### src/rtl/ws_pkg.sv
package ws_pkg;
    typedef enum logic [1:0] {
        SLOT_EMPTY = 2'd0,
        SLOT_WAIT  = 2'd1,
        SLOT_ARMED = 2'd2
    } slot_state_e;
endpackage

### src/rtl/ws_picker.sv
// Lowest-index one-hot selector, used for slot allocation and for issue choice.
module ws_picker #(
    parameter int N = 4
) (
    input  logic [N-1:0] req,
    output logic [N-1:0] gnt,
    output logic         any_o
);
    always_comb begin
        logic found;
        found = 1'b0;
        gnt   = '0;
        for (int i = 0; i < N; i++) begin
            if (req[i] && !found) begin
                gnt[i] = 1'b1;
                found  = 1'b1;
            end
        end
    end

    assign any_o = |req;
endmodule

### src/rtl/ws_busy_table.sv
// One busy bit per physical register; the report bypass is applied on the read side.
module ws_busy_table #(
    parameter int PREGS = 16,
    parameter int TAGW  = $clog2(PREGS)
) (
    input  logic            clk,
    input  logic            rst_n,
    input  logic            fin_valid,
    input  logic [TAGW-1:0] fin_tag,
    input  logic            set_valid,
    input  logic [TAGW-1:0] set_tag,
    input  logic [TAGW-1:0] q0,
    input  logic [TAGW-1:0] q1,
    output logic            r0,
    output logic            r1
);
    logic [PREGS-1:0] busy_q;
    logic [PREGS-1:0] busy_d;

    always_comb begin
        busy_d = busy_q;
        if (fin_valid) busy_d[fin_tag] = 1'b0;
        if (set_valid) busy_d[set_tag] = 1'b1;   // allocation wins over same-tag report
    end

    always_ff @(posedge clk) begin
        if (!rst_n) busy_q <= '0;
        else        busy_q <= busy_d;
    end

    // Report is ordered before entry write: a same-cycle report reads as ready.
    assign r0 = !busy_q[q0] || (fin_valid && fin_tag == q0);
    assign r1 = !busy_q[q1] || (fin_valid && fin_tag == q1);

    a_r3_finish_clears: assert property (@(posedge clk) disable iff (!rst_n)
        (fin_valid && !(set_valid && set_tag == fin_tag)) |=> !busy_q[$past(fin_tag)]);

    a_r11_alloc_wins: assert property (@(posedge clk) disable iff (!rst_n)
        set_valid |=> busy_q[$past(set_tag)]);
endmodule

### src/rtl/ws_slot.sv
// One instruction slot with its own three-state machine.
module ws_slot
    import ws_pkg::*;
#(
    parameter int TAGW = 4,
    parameter int IDW  = 4
) (
    input  logic            clk,
    input  logic            rst_n,
    input  logic            wr_en,
    input  logic [TAGW-1:0] wr_src0,
    input  logic [TAGW-1:0] wr_src1,
    input  logic            wr_rdy0,
    input  logic            wr_rdy1,
    input  logic [IDW-1:0]  wr_id,
    input  logic [TAGW-1:0] wr_dst,
    input  logic            fin_valid,
    input  logic [TAGW-1:0] fin_tag,
    input  logic            grant,
    output logic            occ,
    output logic            req,
    output logic [IDW-1:0]  id_o,
    output logic [TAGW-1:0] dst_o
);
    slot_state_e     state_q, state_d;
    logic [TAGW-1:0] src0_q, src1_q, dst_q;
    logic [IDW-1:0]  id_q;
    logic            rdy0_q, rdy1_q;
    logic            e_live, e_r0, e_r1;

    // Effective view this cycle: the incoming entry, or the stored one plus wakeup.
    always_comb begin
        if (wr_en) begin
            e_live = 1'b1;
            e_r0   = wr_rdy0;
            e_r1   = wr_rdy1;
            id_o   = wr_id;
            dst_o  = wr_dst;
        end else begin
            e_live = (state_q != SLOT_EMPTY);
            e_r0   = rdy0_q || (fin_valid && fin_tag == src0_q);
            e_r1   = rdy1_q || (fin_valid && fin_tag == src1_q);
            id_o   = id_q;
            dst_o  = dst_q;
        end
        occ = (state_q != SLOT_EMPTY);
        req = e_live && e_r0 && e_r1;
    end

    always_comb begin
        state_d = state_q;
        unique case (state_q)
            SLOT_EMPTY: begin
                if (wr_en) begin
                    if (grant)            state_d = SLOT_EMPTY;  // pass-through
                    else if (e_r0 && e_r1) state_d = SLOT_ARMED; // fill, ready
                    else                  state_d = SLOT_WAIT;   // fill, waiting
                end
            end
            SLOT_WAIT: begin
                if (grant)             state_d = SLOT_EMPTY;     // wake-and-go
                else if (e_r0 && e_r1) state_d = SLOT_ARMED;     // wake
            end
            SLOT_ARMED: begin
                if (grant) state_d = SLOT_EMPTY;                 // issue
            end
            default: state_d = SLOT_EMPTY;
        endcase
    end

    always_ff @(posedge clk) begin
        if (!rst_n) begin
            state_q <= SLOT_EMPTY;
            src0_q  <= '0;
            src1_q  <= '0;
            dst_q   <= '0;
            id_q    <= '0;
            rdy0_q  <= 1'b0;
            rdy1_q  <= 1'b0;
        end else begin
            state_q <= state_d;
            rdy0_q  <= e_r0;
            rdy1_q  <= e_r1;
            if (wr_en) begin
                src0_q <= wr_src0;
                src1_q <= wr_src1;
                dst_q  <= wr_dst;
                id_q   <= wr_id;
            end
        end
    end

    a_r9_armed_holds: assert property (@(posedge clk) disable iff (!rst_n)
        (state_q == SLOT_ARMED && !grant) |=> (state_q == SLOT_ARMED && $stable(id_q)));

    a_r10_grant_needs_ready: assert property (@(posedge clk) disable iff (!rst_n)
        grant |-> req);

    a_r10_wait_not_ready: assert property (@(posedge clk) disable iff (!rst_n)
        (state_q == SLOT_WAIT) |-> !(rdy0_q && rdy1_q));
endmodule

### src/rtl/wakeup_sched.sv
module wakeup_sched #(
    parameter int PREGS = 16,
    parameter int SLOTS = 4,
    parameter int IDW   = 4,
    localparam int TAGW = $clog2(PREGS)
) (
    input  logic            clk,
    input  logic            rst_n,
    input  logic            ins_valid,
    input  logic [TAGW-1:0] ins_src0,
    input  logic [TAGW-1:0] ins_src1,
    input  logic [TAGW-1:0] ins_dst,
    input  logic [IDW-1:0]  ins_id,
    output logic            ins_ready,
    input  logic            fin_valid,
    input  logic [TAGW-1:0] fin_tag,
    input  logic            iss_ready,
    output logic            iss_valid,
    output logic [IDW-1:0]  iss_id,
    output logic [TAGW-1:0] iss_dst
);
    logic [SLOTS-1:0] occ, req, free_oh, pick_oh, wr_en, grant;
    logic [SLOTS-1:0] free_vec;
    logic [IDW-1:0]   id_v  [SLOTS];
    logic [TAGW-1:0]  dst_v [SLOTS];
    logic             any_free, ins_fire, rdy0, rdy1;

    assign free_vec = ~occ;

    ws_picker #(.N(SLOTS)) u_alloc (
        .req(free_vec), .gnt(free_oh), .any_o(any_free)
    );

    assign ins_ready = any_free;
    assign ins_fire  = ins_valid && any_free;
    assign wr_en     = free_oh & {SLOTS{ins_fire}};

    ws_busy_table #(.PREGS(PREGS), .TAGW(TAGW)) u_busy (
        .clk(clk), .rst_n(rst_n),
        .fin_valid(fin_valid), .fin_tag(fin_tag),
        .set_valid(ins_fire), .set_tag(ins_dst),
        .q0(ins_src0), .q1(ins_src1),
        .r0(rdy0), .r1(rdy1)
    );

    for (genvar g = 0; g < SLOTS; g++) begin : g_slot
        ws_slot #(.TAGW(TAGW), .IDW(IDW)) u_slot (
            .clk(clk), .rst_n(rst_n),
            .wr_en(wr_en[g]),
            .wr_src0(ins_src0), .wr_src1(ins_src1),
            .wr_rdy0(rdy0), .wr_rdy1(rdy1),
            .wr_id(ins_id), .wr_dst(ins_dst),
            .fin_valid(fin_valid), .fin_tag(fin_tag),
            .grant(grant[g]),
            .occ(occ[g]), .req(req[g]),
            .id_o(id_v[g]), .dst_o(dst_v[g])
        );
    end

    ws_picker #(.N(SLOTS)) u_issue (
        .req(req), .gnt(pick_oh), .any_o(iss_valid)
    );

    assign grant = pick_oh & {SLOTS{iss_ready}};

    always_comb begin
        iss_id  = '0;
        iss_dst = '0;
        for (int i = 0; i < SLOTS; i++) begin
            if (pick_oh[i]) begin
                iss_id  = iss_id  | id_v[i];
                iss_dst = iss_dst | dst_v[i];
            end
        end
    end

    a_r7_single_grant: assert property (@(posedge clk) disable iff (!rst_n)
        $onehot0(grant));

    a_r8_full_blocks: assert property (@(posedge clk) disable iff (!rst_n)
        !ins_ready |-> (&occ));

    a_r7_alloc_free_slot: assert property (@(posedge clk) disable iff (!rst_n)
        $onehot0(wr_en) && ((wr_en & occ) == '0));
endmodule

### config.mk
export PLATFORM = sky130hd
export DESIGN_NAME = wakeup_sched
export DESIGN_NICKNAME = d
export VERILOG_FILES = /design/src/rtl/ws_pkg.sv /design/src/rtl/ws_picker.sv /design/src/rtl/ws_busy_table.sv /design/src/rtl/ws_slot.sv /design/src/rtl/wakeup_sched.sv
export SDC_FILE = /design/constraint.sdc
export NUM_CORES = 1
export LEC_CHECK = 0
export BUFFER_PORTS_ARGS = -buffer_cell sky130_fd_sc_hd__buf_2
export CAP_MARGIN = 20
export CORE_MARGIN = 1
export CORE_UTILIZATION = 60
export CTS_CLUSTER_DIAMETER = 100
export CTS_CLUSTER_SIZE = 40
export DETAILED_ROUTE_END_ITERATION = 12
export PLACE_DENSITY = 0.79
export SLEW_MARGIN = 20
export SYNTH_ARGS = -nofsm -noshare
export SYNTH_HDL_FRONTEND = slang
export SYNTH_HIERARCHICAL = 1
export SYNTH_SLANG_ARGS = --single-unit
export TNS_END_PERCENT = 50
### constraint.sdc
create_clock -name clk -period 3.9 [get_ports clk]
set_clock_uncertainty 0.1 [all_clocks]
set_input_delay 0.195 -clock clk [delete_from_list [all_inputs] [get_ports clk]]
set_output_delay 0.195 -clock clk [all_outputs]
set_load 0.05 [all_outputs]
==> impl_metrics.toml, run 1 <==
[setup_path]
worstPathArrival_ns = 3.47
critPathCaptureType = "output pin"
cp_max_fo = 20
crit_required_ns = 3.61
start_kind = "flip-flop"
worstSetupPathType = "reg -> out"

[drt]
ant_nets = 0
post_drt_wl_per_cell_um = 16.7
vias = 3612
route.detailed.drc = 0
drt_iter0_markers = 152
finalWirelength_um = 10600
first_pass_iters = 4
viasPerCell = 5.68

[pwr]
power_mw = 2.40
p_leak_nw = 2.13
powerDensity_nw_per_um2 = 437
peakVddDrop_v = 0.000193

[place]
place_inst = 619
gp_congestion = 0.796
dpl.hpwl_um = 7270
io_buffers = 34
dpl_worst_slack_ns = 0.499
place_area_sq_um = 5210

[layout]
multi_input_area_sq_um = 2950
final_area_sq_um = 5490
diodes = 0
layout_commonest_cell = "dfxtp_1"
nFillCells = 622
syn_to_final_growth_pct = 10.2
seq_area_sq_um = 1920
fin_util = 0.696
layout_common_cells = "96 x dfxtp_1, 48 x and2_1, 46 x mux2i_1"
final_nets = 554
layout.cells.non_filler = 636
drive_gt1_frac = 0.157

[floorplan]
start_util = 0.632
die_h_um = 93.1
coreArea_sq_um = 7890
die-area_sq_um = 8670
ioPinCount = 35
row_count = 32
die_x_um = 93.1

[outcome]
outcome = "complete, no violations"

[synthesis]
yosysTopAreaCellShare = 0.386
synth_largest_area_cell = "dfxtp_1"
synth_fp_nets = 517
synth_area_sq_um = 4980
synth_cells = 492
avgSynthCellArea_sq_um = 10.1
synth-seq-cells = 96
yosysWarnings = 6
ys_types = 35
synthTopCellsByArea = "dfxtp_1 39%, mux2i_1 9.2%, mux2_1 6.3%"
synth_edf_count = 0
ys_async_sr_fraction = 0
synth_top_flop_cell = "dfxtp_1"
ys_seq_area_frac = 0.386

[timing]
max_clock_freq_mhz = 266
setup-violations-final = 0
fin_crit_ns = 3.76
worst_slew_margin_rel = 0.446
setup-tns-final_ns = 0
fin_crit_sh = 0.964
worstMarginPinSlew_ns = 0.831
hold_viol_final = 0
maxSlewViolCount = 0
hold_ws_ns = 0.0986
setup_slack_ns = 0.139

[cts]
post_cts_buffers = 0
htree_levels = 3
clock_path_buffers = 2
path_clk_slew_ns = 0.10
cts_made_buffers = 9
clk_latency_ns = 0.36
cts_sinks = 96
tritoncts = "yes"
clockRootBuffer = "clkbuf_8"

[global_route]
met1_usage = 0.336
track_usage = 0.254
grt_pass1_wl_um = 17400
grt_pass1_vias = 3613
antenna_found_initial = 0
top_usage_layer = "met2"
grt_max_degree = 60
use_met2 = 0.436
gr-total-overflow = 0
use_met3 = 0.0447

[worst_hold_path]
hp-class = "in -> reg"

[flow_run]
drv_cap = 0
[registers in the layout, indices dropped and copies added (netlist names)]
name                   flops
g_slot.u_slot/id_q        16
g_slot.u_slot/state_q      8
g_slot.u_slot/rdy0_q       4
g_slot.u_slot/dst_q       16
g_slot.u_slot/rdy1_q       4
u_busy/busy_q             16
g_slot.u_slot/src0_q      16
g_slot.u_slot/src1_q      16
[logic make-up (layout without fill, tap and decap cells)]
kind of cell / Yosys count / after routing / share of synthesized area
buffers and inverters: 25 / 67 / 0.0354
and+or+nand+nor: 183 / 183 / 0.207
DFF: 96 / 96 / 0.386
xor gates and xnor gates: 40 / 40 / 0.0703
muxes: 86 / 86 / 0.207
AOI/OAI and AO/OA: 62 / 62 / 0.0939
[routing by layer]
| metal | wire length (um) | vias up | share of wire |
|---|---|---|---|
| li1 | - | 1784 | - |
| met4 | 60 | 0 | 0.0057 |
| met1 | 5050 | 1751 | 0.48 |
| met3 | 400 | 7 | 0.038 |
| met2 | 5100 | 70 | 0.48 |
| met5 | 0 | - | 0 |
[final cells by class]
cell class,count,share of cell area
flip-flops and latches,96,0.350
clock buffers,11,0.0239
well taps,102,0.0233
clock inverters,5,0.0116
inverters,4,0.00274
multi-input cells,371,0.538
repair buffers,47,0.0506
[Yosys cell counts, types with 2 or more instances]
cell type and count:
xor2_1 14, o21ai_1 4, nor3b_1 3, dfxtp_1 96, nor2b_1 36, nand2_1 28
nand2b_1 14, nand3b_1 2, or2_1 4, clkbuf_1 5, o31ai_2 8, nor3_1 4
nor4b_1 2, buf_4 10, or4_1 2, mux4_1 8, and3_1 5, mux2i_1 46
buf_6 6, inv_1 4, mux2_2 4, a21boi_0 16, o41ai_1 2, o21ai_0 16
a22oi_2 2, a22oi_1 14, mux2_1 28, nand3_1 17, and2_1 48, nor2_1 14
xnor2_1 26
[power by group]
group          total [mW]  internal, mW  leakage (nW)  switching, mW
combinational       0.652         0.268          1.26          0.384
clock               0.652         0.303        0.0945          0.348
sequential           1.10          1.06         0.779         0.0363
total                2.40          1.63          2.13          0.768
[worst max-delay path, cell delays in order (launching register included)]
cell	delay, ns
dfxtp_1	0.36
or2_1	0.15
inv_1	0.09
or4_1	0.58
and3_1	0.20
buf_4	0.24
mux2i_1	0.23
o31ai_2	0.12
nand2_1	0.14
nor2_4	0.08
nor4b_4	0.31
buf_2	0.22
a22oi_1	0.10
nand2_1	0.08
clkbuf_4	0.22
[final timing paths]
path | end | from | slack [ns] | cells past startpoint
setup / recovery | iss_dst[0] | g_slot[0].u_slot/state_q[1] | 0.14 | 14
setup reg to reg | g_slot[2].u_slot/state_q[1] | g_slot[0].u_slot/state_q[1] | 0.49 | 15
hold / removal | u_busy/busy_q[3] | ins_dst[0] | 0.1 | 3
hold reg to reg | g_slot[3].u_slot/state_q[1] | g_slot[3].u_slot/state_q[1] | 0.38 | 2
[what timing repair did]
item | CTS | global route
endpoints found under the hold margin | 0 | 0
hold buffers | 0 | 0
endpoints found under the setup margin | 0 | 8
gates resized for setup | 0 | 19
No activity file was read; power rests on OpenSTA's default activity.
==> run 2: changes to the inputs <==
--- a/config.mk
+++ b/config.mk
@@ -5,7 +5,7 @@
 export SDC_FILE = /design/constraint.sdc
 export NUM_CORES = 1
 export LEC_CHECK = 0
-export BUFFER_PORTS_ARGS = -buffer_cell sky130_fd_sc_hd__buf_2
+export BUFFER_PORTS_ARGS = -buffer_cell sky130_fd_sc_hd__buf_4
 export CAP_MARGIN = 20
 export CORE_MARGIN = 1
 export CORE_UTILIZATION = 60
==> impl_metrics.toml, run 2 (synthesis results as in run 1) <==
[drt]
post_drt_wl_per_cell_um = 17.6
first_pass_iters = 4
route.detailed.drc = 0
viasPerCell = 5.80
vias = 3672
drt_iter0_markers = 165
ant_nets = 0
finalWirelength_um = 11100

[setup_path]
worstPathArrival_ns = 3.42
cp-startpoint = "g_slot[0].u_slot/state_q[1]"
crit_path_end = "iss_dst[1]"
slowest_delay_ns = 0.60
crit_required_ns = 3.61
path_cells = "or2_1 -> inv_1 -> or4_1 -> and3_1 -> nand2b_1 -> o31ai_4 -> nand2_1 -> nor2_4 -> nor3b_1 -> buf_4 -> a22oi_1 -> nand2_1 -> buf_4"
r2r-end = "g_slot[2].u_slot/state_q[1]"
cp_max_fo = 9
rr_startpoint = "g_slot[0].u_slot/state_q[1]"
reg2reg_depth = 15
crit_slowest_cell = "or4_1"
rrSetupSlack_ns = 0.47
worstSetupPathType = "reg -> out"
start_kind = "flip-flop"
critPathCaptureType = "output pin"

[outcome]
outcome = "complete, no violations"

[timing]
setup_slack_ns = 0.186
max_clock_freq_mhz = 269
worstMarginPinSlew_ns = 0.738
grt_setup_unrepaired = "false"
worst_slew_margin_rel = 0.508
setup-tns-final_ns = 0
fin_crit_sh = 0.952
hold_viol_final = 0
fin_crit_ns = 3.71
maxSlewViolCount = 0
setup-violations-final = 0

[layout]
syn_to_final_growth_pct = 12.4
final_nets = 552
fin_util = 0.710
drive_gt1_frac = 0.154
nFillCells = 632
layout_commonest_cell = "dfxtp_1"
layout_common_cells = "96 x dfxtp_1, 48 x and2_1, 44 x mux2i_1, 44 x buf_4, 36 x nor2b_1"
final_area_sq_um = 5600
layout.cells.non_filler = 633
diodes = 0

[place]
gp_congestion = 0.808
io_buffers = 34
dpl_worst_slack_ns = 0.456
place_area_sq_um = 5290
place_inst = 618
dpl.hpwl_um = 7420

[floorplan]
die-area_sq_um = 8670
die_x_um = 93.1
die_h_um = 93.1
row_count = 32
coreArea_sq_um = 7890
ioPinCount = 35
start_util = 0.632

[pwr]
p_leak_nw = 2.17
peakVddDrop_v = 0.000258
powerDensity_nw_per_um2 = 458

[worst_hold_path]
hp-class = "in -> reg"

[global_route]
grt_max_degree = 93
gr-total-overflow = 0
grt_pass1_vias = 3651
grt_pass1_wl_um = 17600
track_usage = 0.265
antenna_found_initial = 0

[cts]
tritoncts = "yes"
path_clk_slew_ns = 0.09
post_cts_buffers = 0
htree_levels = 3
cts_made_buffers = 9
clock_path_buffers = 2
clockRootBuffer = "clkbuf_8"
holdBufCountCts = 0
clk_latency_ns = 0.36
cts_sinks = 96

[flow_run]
drv_cap = 0
-- run 2: cell types whose count changed in the layout (fill, tap and decap cells not counted), sizes merged --
| cell | before | now |
|---|---|---|
| clkbuf | 16 | 12 |
| buf | 42 | 45 |
| bufinv | 1 | 3 |
| inv | 6 | 4 |
| clkinv | 1 | 0 |
| clkinvlp | 1 | 0 |
-- run 2: where the power goes --
part           switching, mW  internal, mW  total, mW
clock network          0.334         0.441      0.775
registers             0.0399          1.06       1.10
logic                  0.395         0.296      0.691
total                  0.769          1.80       2.57
-- run 2: cell type report --
cell class,count,area [sq um],share of cell area
multi-input combinational,371,2960,0.528
sequential,96,1920,0.343
clock buffer,12,145,0.0259
clock inverter,3,90.1,0.0161
inverter,4,15.0,0.00268
tap,102,128,0.0228
timing repair buffer,45,342,0.0610
-- run 2: what timing repair did --
action / in CTS / in global routing
endpoints found under the setup margin: 0 / 8
hold endpoints to repair: 0 / 0
resized for setup: 0 / 15
-- run 2: metal layers --
layer | up-vias | wire length (um) | share of wire | track usage
li1 | 1775 | - | - | -
met1 | 1806 | 5050 | 0.45 | 0.345
met2 | 74 | 5420 | 0.49 | 0.433
met3 | 17 | 452 | 0.041 | 0.0447
met4 | 0 | 187 | 0.017 | 0.118
met5 | - | 0 | 0 | 0
-- run 2: metrics by stage --
stage                     hold WS, ns  power, mW
after CTS                      0.0639       2.54
after global routing           0.0614       2.67
after global placement          0.360       1.74
after detailed placement        0.374       1.77
final                          0.0708       2.57
after floorplan                 0.223       1.61
-- run 2: how the worst min path moves through the flow --
stage / from / slack (ns) / cells after the start / to
after floorplan: rst_n / 0.22 / 1 / g_slot[0].u_slot/src0_q[0]
after global placement: g_slot[3].u_slot/state_q[1] / 0.36 / 2 / g_slot[3].u_slot/state_q[1]
after detailed placement: g_slot[1].u_slot/state_q[1] / 0.37 / 2 / g_slot[1].u_slot/state_q[1]
after CTS: ins_src1[2] / 0.06 / 3 / g_slot[2].u_slot/src1_q[2]
after global routing: ins_src1[2] / 0.06 / 3 / g_slot[2].u_slot/src1_q[2]
final: ins_src1[2] / 0.07 / 3 / g_slot[2].u_slot/src1_q[2]
-- run 2: critical path, delay by kind of cell (launching register included) --
kind / cells / cell delay [ns]
buffers and inverters: 3 / 0.44
AND/OR/NAND/NOR: 8 / 1.69
flip-flops: 1 / 0.36
AO/OA/AOI/OAI: 2 / 0.56
